===== src/rtl/tslot_pkg.sv =====
package tslot_pkg;
  // Straps captured once after reset release.
  typedef struct packed {
    logic master;
    logic parallel;
  } strap_t;

  localparam strap_t STRAP_RST = '{master: 1'b0, parallel: 1'b1};
endpackage


===== src/rtl/tslot_sync.sv =====
module tslot_sync #(
  parameter int STAGES = 2
) (
  input  logic clk,
  input  logic rst_n,
  input  logic d,
  output logic q
);
  logic [STAGES-1:0] chain_q;
  logic [STAGES-1:0] chain_d;

  generate
    if (STAGES == 1) begin : g_single
      always_comb chain_d = d;
    end else begin : g_chain
      always_comb chain_d = {chain_q[STAGES-2:0], d};
    end
  endgenerate

  always_ff @(posedge clk or negedge rst_n) begin
    if (!rst_n) chain_q <= '0;
    else        chain_q <= chain_d;
  end

  assign q = chain_q[STAGES-1];
endmodule


===== src/rtl/tslot_edge_gen.sv =====
module tslot_edge_gen #(
  parameter int HALF_DIV    = 2,
  parameter int SYNC_STAGES = 2
) (
  input  logic clk,
  input  logic rst_n,
  input  logic run,
  input  logic master,
  input  logic sclk_i,
  input  logic fs_i,
  input  logic sdi_i,
  output logic sclk_o,
  output logic rise_evt,
  output logic fall_evt,
  output logic fs_s,
  output logic sdi_s
);
  localparam int DIV_W = (HALF_DIV > 1) ? $clog2(HALF_DIV) : 1;

  logic [DIV_W-1:0] dcnt_q, dcnt_d;
  logic             sclk_q, sclk_d;
  logic             tick;
  logic             m_run;
  logic             sclk_s, sclk_dly_q;
  logic             sdi_sync;

  // Master divider: next state
  always_comb begin
    m_run  = run & master;
    tick   = m_run & (dcnt_q == DIV_W'(HALF_DIV - 1));
    dcnt_d = dcnt_q;
    sclk_d = sclk_q;
    if (!m_run) begin
      dcnt_d = '0;
      sclk_d = 1'b0;
    end else if (tick) begin
      dcnt_d = '0;
      sclk_d = ~sclk_q;
    end else begin
      dcnt_d = dcnt_q + DIV_W'(1);
    end
  end

  always_ff @(posedge clk or negedge rst_n) begin
    if (!rst_n) begin
      dcnt_q <= '0;
      sclk_q <= 1'b0;
    end else begin
      dcnt_q <= dcnt_d;
      sclk_q <= sclk_d;
    end
  end

  // Slave: synchronise external clock, sync and data
  tslot_sync #(.STAGES(SYNC_STAGES)) u_sclk (.clk(clk), .rst_n(rst_n), .d(sclk_i), .q(sclk_s));
  tslot_sync #(.STAGES(SYNC_STAGES)) u_fs   (.clk(clk), .rst_n(rst_n), .d(fs_i),   .q(fs_s));
  tslot_sync #(.STAGES(SYNC_STAGES)) u_sdi  (.clk(clk), .rst_n(rst_n), .d(sdi_i),  .q(sdi_sync));

  always_ff @(posedge clk or negedge rst_n) begin
    if (!rst_n) sclk_dly_q <= 1'b0;
    else        sclk_dly_q <= sclk_s;
  end

  always_comb begin
    if (master) begin
      rise_evt = tick & ~sclk_q;
      fall_evt = tick &  sclk_q;
      sdi_s    = sdi_i;
    end else begin
      rise_evt = run &  sclk_s & ~sclk_dly_q;
      fall_evt = run & ~sclk_s &  sclk_dly_q;
      sdi_s    = sdi_sync;
    end
  end

  assign sclk_o = sclk_q;

  // divider never leaves its range, edges never coincide
  assert_div_range_R3: assert property (@(posedge clk) disable iff (!rst_n)
    dcnt_q <= DIV_W'(HALF_DIV - 1));
  assert_edge_exclusive_R3: assert property (@(posedge clk) disable iff (!rst_n)
    !(rise_evt && fall_evt));
  // master serial clock toggles only on a divider wrap
  assert_sclk_on_tick_R3: assert property (@(posedge clk) disable iff (!rst_n)
    (master && run && dcnt_q != DIV_W'(HALF_DIV - 1)) |=> $stable(sclk_q));
endmodule


===== src/rtl/tslot_fs_master.sv =====
module tslot_fs_master #(
  parameter int SLOT_BITS = 80,
  parameter int FLEN_W    = 12
) (
  input  logic              clk,
  input  logic              rst_n,
  input  logic              run,
  input  logic              master,
  input  logic              rise_evt,
  input  logic [FLEN_W-1:0] frame_len_i,
  output logic              fs_o
);
  localparam int MIN_PER = SLOT_BITS + 1;

  logic [FLEN_W-1:0] fcnt_q, fcnt_d;
  logic [FLEN_W-1:0] period;
  logic              fs_q, fs_d;
  logic              m_run, step;

  always_comb begin
    period = (frame_len_i < FLEN_W'(MIN_PER)) ? FLEN_W'(MIN_PER) : frame_len_i;
    m_run  = run & master;
    step   = m_run & rise_evt;
    fcnt_d = fcnt_q;
    fs_d   = fs_q;
    if (!m_run) begin
      fcnt_d = '0;
      fs_d   = 1'b0;
    end else if (step) begin
      fs_d   = (fcnt_q == '0);
      fcnt_d = (fcnt_q >= period - FLEN_W'(1)) ? '0 : fcnt_q + FLEN_W'(1);
    end
  end

  always_ff @(posedge clk or negedge rst_n) begin
    if (!rst_n) begin
      fcnt_q <= '0;
      fs_q   <= 1'b0;
    end else begin
      fcnt_q <= fcnt_d;
      fs_q   <= fs_d;
    end
  end

  assign fs_o = fs_q;

  // sync lasts one serial clock
  assert_fs_single_R4: assert property (@(posedge clk) disable iff (!rst_n)
    (fs_q && rise_evt) |=> !fs_q);
  // sync only moves on a serial rising edge
  assert_fs_on_rise_R4: assert property (@(posedge clk) disable iff (!rst_n)
    !$stable(fs_q) |-> ($past(rise_evt) || !$past(m_run)));
  // no sync output in slave mode
  assert_fs_slave_low_R10: assert property (@(posedge clk) disable iff (!rst_n)
    !master |-> !fs_q);
endmodule


===== src/rtl/tslot_shifter.sv =====
module tslot_shifter #(
  parameter int WORD_W = 16,
  parameter int NWORDS = 5
) (
  input  logic                         clk,
  input  logic                         rst_n,
  input  logic                         run,
  input  logic                         rise_evt,
  input  logic                         fall_evt,
  input  logic                         fs_smp,
  input  logic                         sdi_smp,
  input  logic [WORD_W*NWORDS-1:0]     frame_i,
  output logic                         sdo_o,
  output logic                         sdo_oe_o,
  output logic                         frame_end_o,
  output logic                         sync_err_o,
  output logic [WORD_W-1:0]            rx_word_o,
  output logic [$clog2(NWORDS)-1:0]    rx_idx_o,
  output logic                         rx_valid_o
);
  localparam int SLOT_BITS = WORD_W * NWORDS;
  localparam int WB_W      = $clog2(WORD_W);
  localparam int WI_W      = $clog2(NWORDS);

  logic                 act_q, act_d;
  logic                 pend_q, pend_d;
  logic                 sdo_q, sdo_d;
  logic                 oe_q, oe_d;
  logic                 fe_q, fe_d;
  logic                 err_q, err_d;
  logic [SLOT_BITS-1:0] sh_q, sh_d;
  logic [WB_W-1:0]      wbit_q, wbit_d, nxt_wbit;
  logic [WI_W-1:0]      widx_q, widx_d, nxt_widx;
  logic [WORD_W-1:0]    rxsh_q, rxsh_d;
  logic [WORD_W-1:0]    rxw_q, rxw_d;
  logic [WI_W-1:0]      rxi_q, rxi_d;
  logic                 rxv_q, rxv_d;
  logic                 is_last, nxt_last, word_end;

  // Position of the bit currently on the line
  always_comb begin
    word_end = (wbit_q == WB_W'(WORD_W - 1));
    is_last  = word_end && (widx_q == WI_W'(NWORDS - 1));
    nxt_wbit = word_end ? '0 : wbit_q + WB_W'(1);
    nxt_widx = word_end ? widx_q + WI_W'(1) : widx_q;
    nxt_last = (nxt_wbit == WB_W'(WORD_W - 1)) && (nxt_widx == WI_W'(NWORDS - 1));
  end

  // Next state
  always_comb begin
    act_d  = act_q;
    pend_d = pend_q;
    sdo_d  = sdo_q;
    oe_d   = oe_q;
    fe_d   = fe_q;
    err_d  = err_q;
    sh_d   = sh_q;
    wbit_d = wbit_q;
    widx_d = widx_q;
    rxsh_d = rxsh_q;
    rxw_d  = rxw_q;
    rxi_d  = rxi_q;
    rxv_d  = 1'b0;

    // Falling edge: sample sync and serial input
    if (run && fall_evt) begin
      if (fs_smp) begin
        if (act_q && !is_last) err_d  = 1'b1;
        else                   pend_d = 1'b1;
      end
      if (act_q) begin
        rxsh_d = {rxsh_q[WORD_W-2:0], sdi_smp};
        if (word_end) begin
          rxw_d = {rxsh_q[WORD_W-2:0], sdi_smp};
          rxi_d = widx_q;
          rxv_d = 1'b1;
        end
      end
    end

    // Rising edge: drive the next bit
    if (run && rise_evt) begin
      if (pend_q) begin
        pend_d = 1'b0;
        act_d  = 1'b1;
        oe_d   = 1'b1;
        sdo_d  = frame_i[SLOT_BITS-1];
        sh_d   = {frame_i[SLOT_BITS-2:0], 1'b0};
        wbit_d = '0;
        widx_d = '0;
        fe_d   = 1'b0;
      end else if (act_q) begin
        if (is_last) begin
          act_d = 1'b0;
          oe_d  = 1'b0;
          sdo_d = 1'b0;
          fe_d  = 1'b0;
        end else begin
          sdo_d  = sh_q[SLOT_BITS-1];
          sh_d   = {sh_q[SLOT_BITS-2:0], 1'b0};
          wbit_d = nxt_wbit;
          widx_d = nxt_widx;
          fe_d   = nxt_last;
        end
      end
    end
  end

  always_ff @(posedge clk or negedge rst_n) begin
    if (!rst_n) begin
      act_q  <= 1'b0;
      pend_q <= 1'b0;
      sdo_q  <= 1'b0;
      oe_q   <= 1'b0;
      fe_q   <= 1'b0;
      err_q  <= 1'b0;
      sh_q   <= '0;
      wbit_q <= '0;
      widx_q <= '0;
      rxsh_q <= '0;
      rxw_q  <= '0;
      rxi_q  <= '0;
      rxv_q  <= 1'b0;
    end else begin
      act_q  <= act_d;
      pend_q <= pend_d;
      sdo_q  <= sdo_d;
      oe_q   <= oe_d;
      fe_q   <= fe_d;
      err_q  <= err_d;
      sh_q   <= sh_d;
      wbit_q <= wbit_d;
      widx_q <= widx_d;
      rxsh_q <= rxsh_d;
      rxw_q  <= rxw_d;
      rxi_q  <= rxi_d;
      rxv_q  <= rxv_d;
    end
  end

  assign sdo_o       = sdo_q;
  assign sdo_oe_o    = oe_q;
  assign frame_end_o = fe_q;
  assign sync_err_o  = err_q;
  assign rx_word_o   = rxw_q;
  assign rx_idx_o    = rxi_q;
  assign rx_valid_o  = rxv_q;

  // data and enable only change on a serial rising edge
  assert_sdo_on_rise_R5: assert property (@(posedge clk) disable iff (!rst_n)
    (!$stable(sdo_q) || !$stable(oe_q)) |-> $past(rise_evt));
  // released line carries no data and no frame end
  assert_idle_quiet_R6: assert property (@(posedge clk) disable iff (!rst_n)
    !oe_q |-> (!sdo_q && !fe_q));
  // frame end lies inside the slot and lasts one bit
  assert_fe_in_slot_R7: assert property (@(posedge clk) disable iff (!rst_n)
    fe_q |-> oe_q);
  assert_fe_one_bit_R7: assert property (@(posedge clk) disable iff (!rst_n)
    (fe_q && rise_evt) |=> !fe_q);
  // received words appear only after a falling edge
  assert_rx_on_fall_R8: assert property (@(posedge clk) disable iff (!rst_n)
    rxv_q |-> $past(fall_evt));
  // error flag is sticky
  assert_err_sticky_R9: assert property (@(posedge clk) disable iff (!rst_n)
    err_q |=> err_q);
endmodule


===== src/rtl/tslot_framer.sv =====
module tslot_framer
  import tslot_pkg::*;
#(
  parameter int WORD_W      = 16,
  parameter int CH_WORDS    = 4,
  parameter int HALF_DIV    = 2,
  parameter int FLEN_W      = 12,
  parameter int SYNC_STAGES = 2
) (
  input  logic                              clk,
  input  logic                              rst_n,
  input  logic                              master_sel_i,
  input  logic                              parallel_sel_i,
  input  logic [FLEN_W-1:0]                 frame_len_i,
  input  logic [CH_WORDS*WORD_W-1:0]        chan_words_i,
  input  logic [WORD_W-1:0]                 app_word_i,
  input  logic                              sclk_i,
  input  logic                              fs_i,
  input  logic                              sdi_i,
  output logic                              sclk_o,
  output logic                              fs_o,
  output logic                              sdo_o,
  output logic                              sdo_oe_o,
  output logic                              frame_end_o,
  output logic                              sync_err_o,
  output logic [WORD_W-1:0]                 rx_word_o,
  output logic [$clog2(CH_WORDS+1)-1:0]     rx_idx_o,
  output logic                              rx_valid_o
);
  localparam int NWORDS    = CH_WORDS + 1;
  localparam int SLOT_BITS = NWORDS * WORD_W;

  logic [1:0] rs_q;
  logic       rst_int;
  strap_t     strap_q, strap_d;
  logic       armed_q, armed_d;
  logic       run;
  logic       rise_evt, fall_evt;
  logic       fs_s, sdi_s, fs_m, fs_smp;

  // Asynchronous assert, synchronous release
  always_ff @(posedge clk or negedge rst_n) begin
    if (!rst_n) rs_q <= 2'b00;
    else        rs_q <= {rs_q[0], 1'b1};
  end
  assign rst_int = rs_q[1];

  // Strap capture on first clock after release
  always_comb begin
    armed_d = 1'b1;
    strap_d = strap_q;
    if (!armed_q) begin
      strap_d.master   = master_sel_i;
      strap_d.parallel = parallel_sel_i;
    end
  end

  always_ff @(posedge clk or negedge rst_int) begin
    if (!rst_int) begin
      armed_q <= 1'b0;
      strap_q <= STRAP_RST;
    end else begin
      armed_q <= armed_d;
      strap_q <= strap_d;
    end
  end

  assign run    = armed_q & ~strap_q.parallel;
  assign fs_smp = strap_q.master ? fs_m : fs_s;
  assign fs_o   = fs_m;

  tslot_edge_gen #(
    .HALF_DIV(HALF_DIV), .SYNC_STAGES(SYNC_STAGES)
  ) u_edge (
    .clk(clk), .rst_n(rst_int), .run(run), .master(strap_q.master),
    .sclk_i(sclk_i), .fs_i(fs_i), .sdi_i(sdi_i),
    .sclk_o(sclk_o), .rise_evt(rise_evt), .fall_evt(fall_evt),
    .fs_s(fs_s), .sdi_s(sdi_s)
  );

  tslot_fs_master #(
    .SLOT_BITS(SLOT_BITS), .FLEN_W(FLEN_W)
  ) u_fsgen (
    .clk(clk), .rst_n(rst_int), .run(run), .master(strap_q.master),
    .rise_evt(rise_evt), .frame_len_i(frame_len_i), .fs_o(fs_m)
  );

  tslot_shifter #(
    .WORD_W(WORD_W), .NWORDS(NWORDS)
  ) u_shift (
    .clk(clk), .rst_n(rst_int), .run(run),
    .rise_evt(rise_evt), .fall_evt(fall_evt),
    .fs_smp(fs_smp), .sdi_smp(sdi_s),
    .frame_i({chan_words_i, app_word_i}),
    .sdo_o(sdo_o), .sdo_oe_o(sdo_oe_o), .frame_end_o(frame_end_o),
    .sync_err_o(sync_err_o), .rx_word_o(rx_word_o), .rx_idx_o(rx_idx_o),
    .rx_valid_o(rx_valid_o)
  );

  // straps frozen once captured
  assert_strap_hold_R2: assert property (@(posedge clk) disable iff (!rst_int)
    armed_q |=> $stable(strap_q));
  // slave mode generates no clock or sync
  assert_slave_quiet_R10: assert property (@(posedge clk) disable iff (!rst_int)
    !strap_q.master |-> (!sclk_o && !fs_o));
  // parallel strap keeps the serial line released
  assert_parallel_idle_R11: assert property (@(posedge clk) disable iff (!rst_int)
    strap_q.parallel |-> !sdo_oe_o);
endmodule


===== config.mk =====
export PLATFORM = sky130hd
export DESIGN_NAME = tslot_framer
export DESIGN_NICKNAME = d
export VERILOG_FILES = /design/src/rtl/tslot_pkg.sv /design/src/rtl/tslot_sync.sv /design/src/rtl/tslot_edge_gen.sv /design/src/rtl/tslot_fs_master.sv /design/src/rtl/tslot_shifter.sv /design/src/rtl/tslot_framer.sv
export SDC_FILE = /design/constraint.sdc
export NUM_CORES = 1
export LEC_CHECK = 0
export ABC_CLOCK_PERIOD_IN_PS = 5400
export CAP_MARGIN = 20
export CORE_MARGIN = 3
export CORE_UTILIZATION = 53
export CTS_CLUSTER_DIAMETER = 80
export DETAILED_ROUTE_END_ITERATION = 6
export GPL_ROUTABILITY_DRIVEN = 1
export MAX_ROUTING_LAYER = met4
export PLACE_DENSITY = 0.87
export REMOVE_ABC_BUFFERS = 1
export SETUP_SLACK_MARGIN = 0.05
export SLEW_MARGIN = 20
export SYNTH_ARGS = -nofsm -noshare
export SYNTH_HDL_FRONTEND = slang
export SYNTH_SLANG_ARGS = --single-unit

===== constraint.sdc =====
create_clock -name clk -period 5.4 [get_ports clk]
set_input_delay 1.62 -clock clk [delete_from_list [all_inputs] [get_ports clk]]
set_output_delay 1.62 -clock clk [all_outputs]
set_load 0.03 [all_outputs]

---- Word level (Yosys, flattened, before mapping) ----
Cells that the tools add are included.
storage, ports and cells
  word-level logic and storage cells ...... 113
  input bits .............................. 99
  output and inout port bits .............. 26
  flip-flop bits (word level) ............. 155
operators by class
  eq/ne operators ......................... 7
  multiplexer cells ....................... 45
  $lt $le $gt $ge ......................... 2
  $add $sub $neg .......................... 5
  reductions and logical operators ........ 15
  bitwise operators ....................... 14
operators by type and width
  kind                   count
  $mux 80                3
  $mux 12                4
  $mux 1                 30
  $mux 4                 4
  $add 12x1->12 const B  1
  $ge 12x12->1           1
  $logic_not 12->1       1
  $lt 12x7->1 const B    1
  $mux 3                 4
  $reduce_and 3->1       4
  $sub 12x1->12 const B  1
  $and 1x1->1            10
  $eq 4x4->1 const B     2
  $eq 3x3->1 const B     2
  $ne 2x1->1 const B     3
  $logic_and 1x1->1      5
  $add 4x1->4 const B    1
  $not 1->1              4
  $reduce_and 2->1       2
  $reduce_bool 2->1      2
  $add 3x1->3 const B    1
  $add 1x1->1 const B    1
  $logic_not 1->1        1

---- Depth between registers and ports, before layout ----
  word-level depth ........................ 10
  depth in mapped cells ................... 16
  depth with buffers taken out ............ 16

---- By module ----
From an unflattened synthesis, not the netlist that was laid out.
second synthesis, totals
  cell total of the unflattened synthesis .. 691
  area total of the unflattened synthesis .. 7527.2 um^2
modules (own cells, without submodules)
  module           cells each  seq. area each (um^2)  area each (um^2)  instances
  tslot_shifter    510         3178.0                 5786.8            1
  tslot_fs_master  151         325.3                  1266.2            1
  tslot_framer     10          126.4                  170.2             1
  tslot_edge_gen   14          75.1                   153.9             1
  tslot_sync       2           50.0                   50.0              3

---- Worst setup path before layout ----
OpenSTA, ideal clock, no wires.
  path kind ............................... input to register
  from .................................... input port frame_len_i[3]
  to ...................................... register u_fsgen.fcnt_q[5]
  library setup time ...................... 0.101 ns
  required time ........................... 5.299 ns
  path buffers ............................ 0
  cell stages on the path ................. 16
  slack ................................... 0.535 ns
  data arrival time ....................... 4.765 ns
  path through ............................ or4_1 -> a31o_2 -> a21o_1 -> nand2_1 -> ha_1 -> nor3b_1 -> nand3_1 -> nor2_1 -> xnor2_1 -> ha_1 -> o21ai_0 -> nor2_1 -> nor3_2 -> o21ai_2 -> or2_4 -> o311ai_2
on the way
  word-level cells in the longest chain between the ends .. 7
RTL lines
  item                    RTL line               text
  start: declaration      tslot_framer.sv:14     input logic [FLEN_W-1:0] frame_len_i,
  $lt 12x7->1             tslot_fs_master.sv:21  period = (frame_len_i < FLEN_W'(MIN_PER)) ? FLEN_W'(MIN_PER) : frame_len_i;
  $mux 12 *               tslot_fs_master.sv:21
  $sub 12x1->12 *         tslot_fs_master.sv:31  fcnt_d = (fcnt_q >= period - FLEN_W'(1)) ? '0 : fcnt_q + FLEN_W'(1);
  $ge 12x12->1 *          tslot_fs_master.sv:31
  $mux 12 *               tslot_fs_master.sv:31
  $mux 12 *               tslot_fs_master.sv:29  end else if (step) begin
  $mux 12 *               tslot_fs_master.sv:26  if (!m_run) begin
  end signal: assignment  tslot_fs_master.sv:40  fcnt_q <= fcnt_d;
  end: declaration        tslot_fs_master.sv:15  logic [FLEN_W-1:0] fcnt_q, fcnt_d;
Mark *: on every way between the ends. The rest lies on a longest branch, timed or not. The select of a mux whose other input is x is not followed.
A chain may end at the register's enable or synchronous reset.

---- Worst setup path after layout ----
  from .................................... input port frame_len_i[9]
  to ...................................... register u_fsgen.fcnt_q[4]
The elaborated chain is that of the path after synthesis.

==> impl_metrics.tcl <==
set metrics [dict create \
    run_status "finished clean" \
    drtAntennaViolNets 0 \
    async_flop_share_pct 100 \
    cp_slowest_cell "clkdlybuf4s50_1" \
    path_cells "clkdlybuf4s50_1, or3_1, or3_1, buf_4, a21oi_1, nor2_1, ha_1, nor3b_4, buf_4, xor2_1, a21oi_1, ha_1, a21oi_1, o21ai_0, a41oi_2, o21ai_4, or2_4, o31ai_1" \
    yosys.area.top_type "dfrtp_1" \
    final_cells 984 \
    port_buffers 124 \
    io_pins 125 \
    rsz0062_at_grt "false" \
    ir_worst_vdd_uv 257 \
    cts_tree "yes" \
    timing.rr.end "u_shift.wbit_q[2]" \
    area_growth_syn_to_layout_pct 28.4 \
    cp_max_fo 10 \
    finalSetupTns_ns 0 \
    cts_buffers 17 \
    critPathKind "in2reg" \
    dp_hpwl_um 11100 \
    syn_inst 678 \
    synth_area_um2 7320 \
    tightest_slew_ns 0.883 \
    fin_crit_sh_pct 96.3 \
    hold_path_class "reg2reg" \
    synth_common_cells "153 x dfrtp_1, 110 x nand2_1, 98 x o21ai_0, 80 x mux2i_1, 36 x mux2_2" \
    wl_per_cell_um 16.4 \
    routed_wl_um 16100 \
    cp.arrival_ns 5.50 \
    yosysTopAreaCellShare_pct 52.3 \
    syn_avg_cell_area_um2 10.8 \
    insertion_delay_ns 0.42 \
    min_path_cells 0 \
    gr-total-overflow 0 \
    cp_slowest_stage_delay_ns 0.46 \
    hold_violations 0 \
    hold_slack_ns 0.349 \
    dr.pass1.iters 5 \
    drtIter0Drc 402 \
    cp.required_ns 5.70 \
    grt_antenna_before_repair 0 \
    min-delay-start "u_edge.u_sdi.chain_q[0]" \
    gp_congestion 0.892 \
    synth_cell_type_count 53 \
    grt_pass1_vias 5589 \
    grt_max_degree 97 \
    p_leak_nw 4.15 \
    met2_usage_pct 37.7 \
    coreArea_um2 13300 \
    reg2reg_slack_ns 2.67 \
    rr_worst_depth 8 \
    cp-start-kind "input pin" \
    track_usage_pct 22.7 \
    max-slew-margin-rel_pct 41.1 \
    end_kind "flop" \
    die_width_um 124 \
    drcViolationCount 0 \
    via_per_inst 5.63 \
    period_minus_slack_ns 5.20 \
    synth_top_flop_cell "dfrtp_1" \
    cts-root-buf "clkbuf_16" \
    cts_hold_buf 0 \
    ys_seq_area_share_pct 52.7 \
    synth-seq-cells 154 \
    fin_nets 913 \
    drive_gt1_share_pct 11.8 \
    setup_viol_count_final 0 \
    utilization_pct 70.4 \
    cts.sinks 154 \
    dp_slack_ns -0.278 \
    insertedDiodeCount 0 \
    cpMostUsedCell "a21oi_1" \
    met1_usage_pct 26.9 \
    cts_buffer_depth 2 \
    initial_utilization_pct 54.8 \
    fin_skew_ns 0.00864 \
    dp.cells 951 \
    synth.most_common_cell "dfrtp_1" \
    maxCapViolations 0 \
    synthTopCellsByArea "dfrtp_1 52%, mux2i_1 11%, o21ai_0 6.7%" \
    die_area_um2 15300 \
    slew_viol_final 0 \
    use_met3_pct 5.81 \
    synth_warnings 0 \
    fp-row-count 42 \
    htreeDepth 4 \
    grt_pass1_wl_um 26700 \
    holdPathEnd "u_edge.u_sdi.chain_q[1]" \
    fp.dieH_um 124 \
    max_freq_mhz 192 \
    vias 5535 \
    setup_slack_ns 0.200 \
    synth-edff-count 0 \
    power_density_nw_per_um2 425 \
    busiest_layer "met2" \
    clk_pin_slew_worst_paths_ns 0.06 \
    r2r_start "u_shift.wbit_q[1]" \
]
cell type report:
class,count,area (um2)
Fill cell,957,3950
Sequential cell,154,3860
Multi-Input combinational cell,479,3260
Timing Repair Buffer,135,1330
Clock buffer,21,480
Tap cell,176,220
Clock inverter,11,213
Inverter,8,30.0
critical path: cells and delay by family:
kind | cells | cell delay, ns
AO/OA/AOI/OAI | 7 | 1.24
XOR/XNOR | 1 | 0.16
adder cells (fa/ha/maj) | 2 | 0.43
buffers and inverters | 3 | 0.75
AND/OR/NAND/NOR | 5 | 1.30
metal layers:
metal / part of all wire (%) / up-vias
li1: - / 2621
met1: 41 / 2723
met2: 51 / 163
met3: 5.9 / 28
met4: 1.9 / 0
met5: 0 / -
power breakdown:
group	total [mW]	switching [mW]	internal (mW)	leakage [nW]
clock network	1.38	0.461	0.916	0.343
registers	1.74	0.252	1.49	1.96
logic	0.881	0.438	0.443	1.84
per-stage QoR:
| step | area [um2] | power (mW) |
|---|---|---|
| floorplan | 7120 | 2.36 |
| detailed placement | 8670 | 2.63 |
| finish | 9400 | 4.00 |
| global route | 9400 | 4.22 |
| CTS | 9360 | 4.02 |
| global placement | 8670 | 2.55 |
worst max-delay path by stage:
stage | from | to | slack, ns
2_1_floorplan | u_shift.pend_q | u_shift.wbit_q[2] | 0.21
3_3_place_gp | frame_len_i[3] | u_fsgen.fcnt_q[5] | -0.04
3_5_place_dp | frame_len_i[1] | u_fsgen.fcnt_q[5] | -0.28
4_1_cts | frame_len_i[1] | u_fsgen.fcnt_q[5] | 0.13
5_1_grt | frame_len_i[3] | u_fsgen.fcnt_q[4] | 0.05
6_report | frame_len_i[9] | u_fsgen.fcnt_q[4] | 0.20
sequential cells by signal (all words and copies together), names as in the netlist, 2 cells and up:
signal                 cells
rs_q                       2
strap_q                    2
u_edge.u_fs.chain_q        2
u_edge.u_sclk.chain_q      2
u_edge.u_sdi.chain_q       2
u_fsgen.fcnt_q            12
u_shift.rx_idx_o           3
u_shift.rx_word_o         16
u_shift.rxsh_q            15
u_shift.sh_q              79
u_shift.wbit_q             4
u_shift.widx_q             3
layout by cell type (no fill, tap or decap), types with 10 or more instances in the layout:
| cell type | netlist | final |
|---|---|---|
| a21oi_1 | 12 | 12 |
| buf_4 | 9 | 10 |
| clkbuf_16 | 0 | 17 |
| clkdlybuf4s50_1 | 0 | 124 |
| dfrtp_1 | 153 | 151 |
| ha_1 | 19 | 19 |
| mux2_2 | 36 | 36 |
| mux2i_1 | 80 | 80 |
| nand2_1 | 110 | 110 |
| nand3_1 | 10 | 10 |
| nor2_1 | 28 | 28 |
| o21ai_0 | 98 | 97 |
repair_timing:
| action | in CTS | in global routing |
|---|---|---|
| gates resized for setup | 0 | 5 |
| endpoints found under the setup margin | 0 | 10 |
| setup buffers | 0 | 1 |
cells by family after synthesis:
group / after synthesis / share of synthesized area, %
simple gates: 187 / 11.3
fa+ha+maj: 19 / 3.25
other cells: 1 / 0.0512
compound gates: 143 / 11.6
mux: 116 / 16.5
flops: 154 / 52.7
xor+xnor: 12 / 1.44
buf+inv: 46 / 3.15
Note: power is estimated with default switching activity, not from simulation.
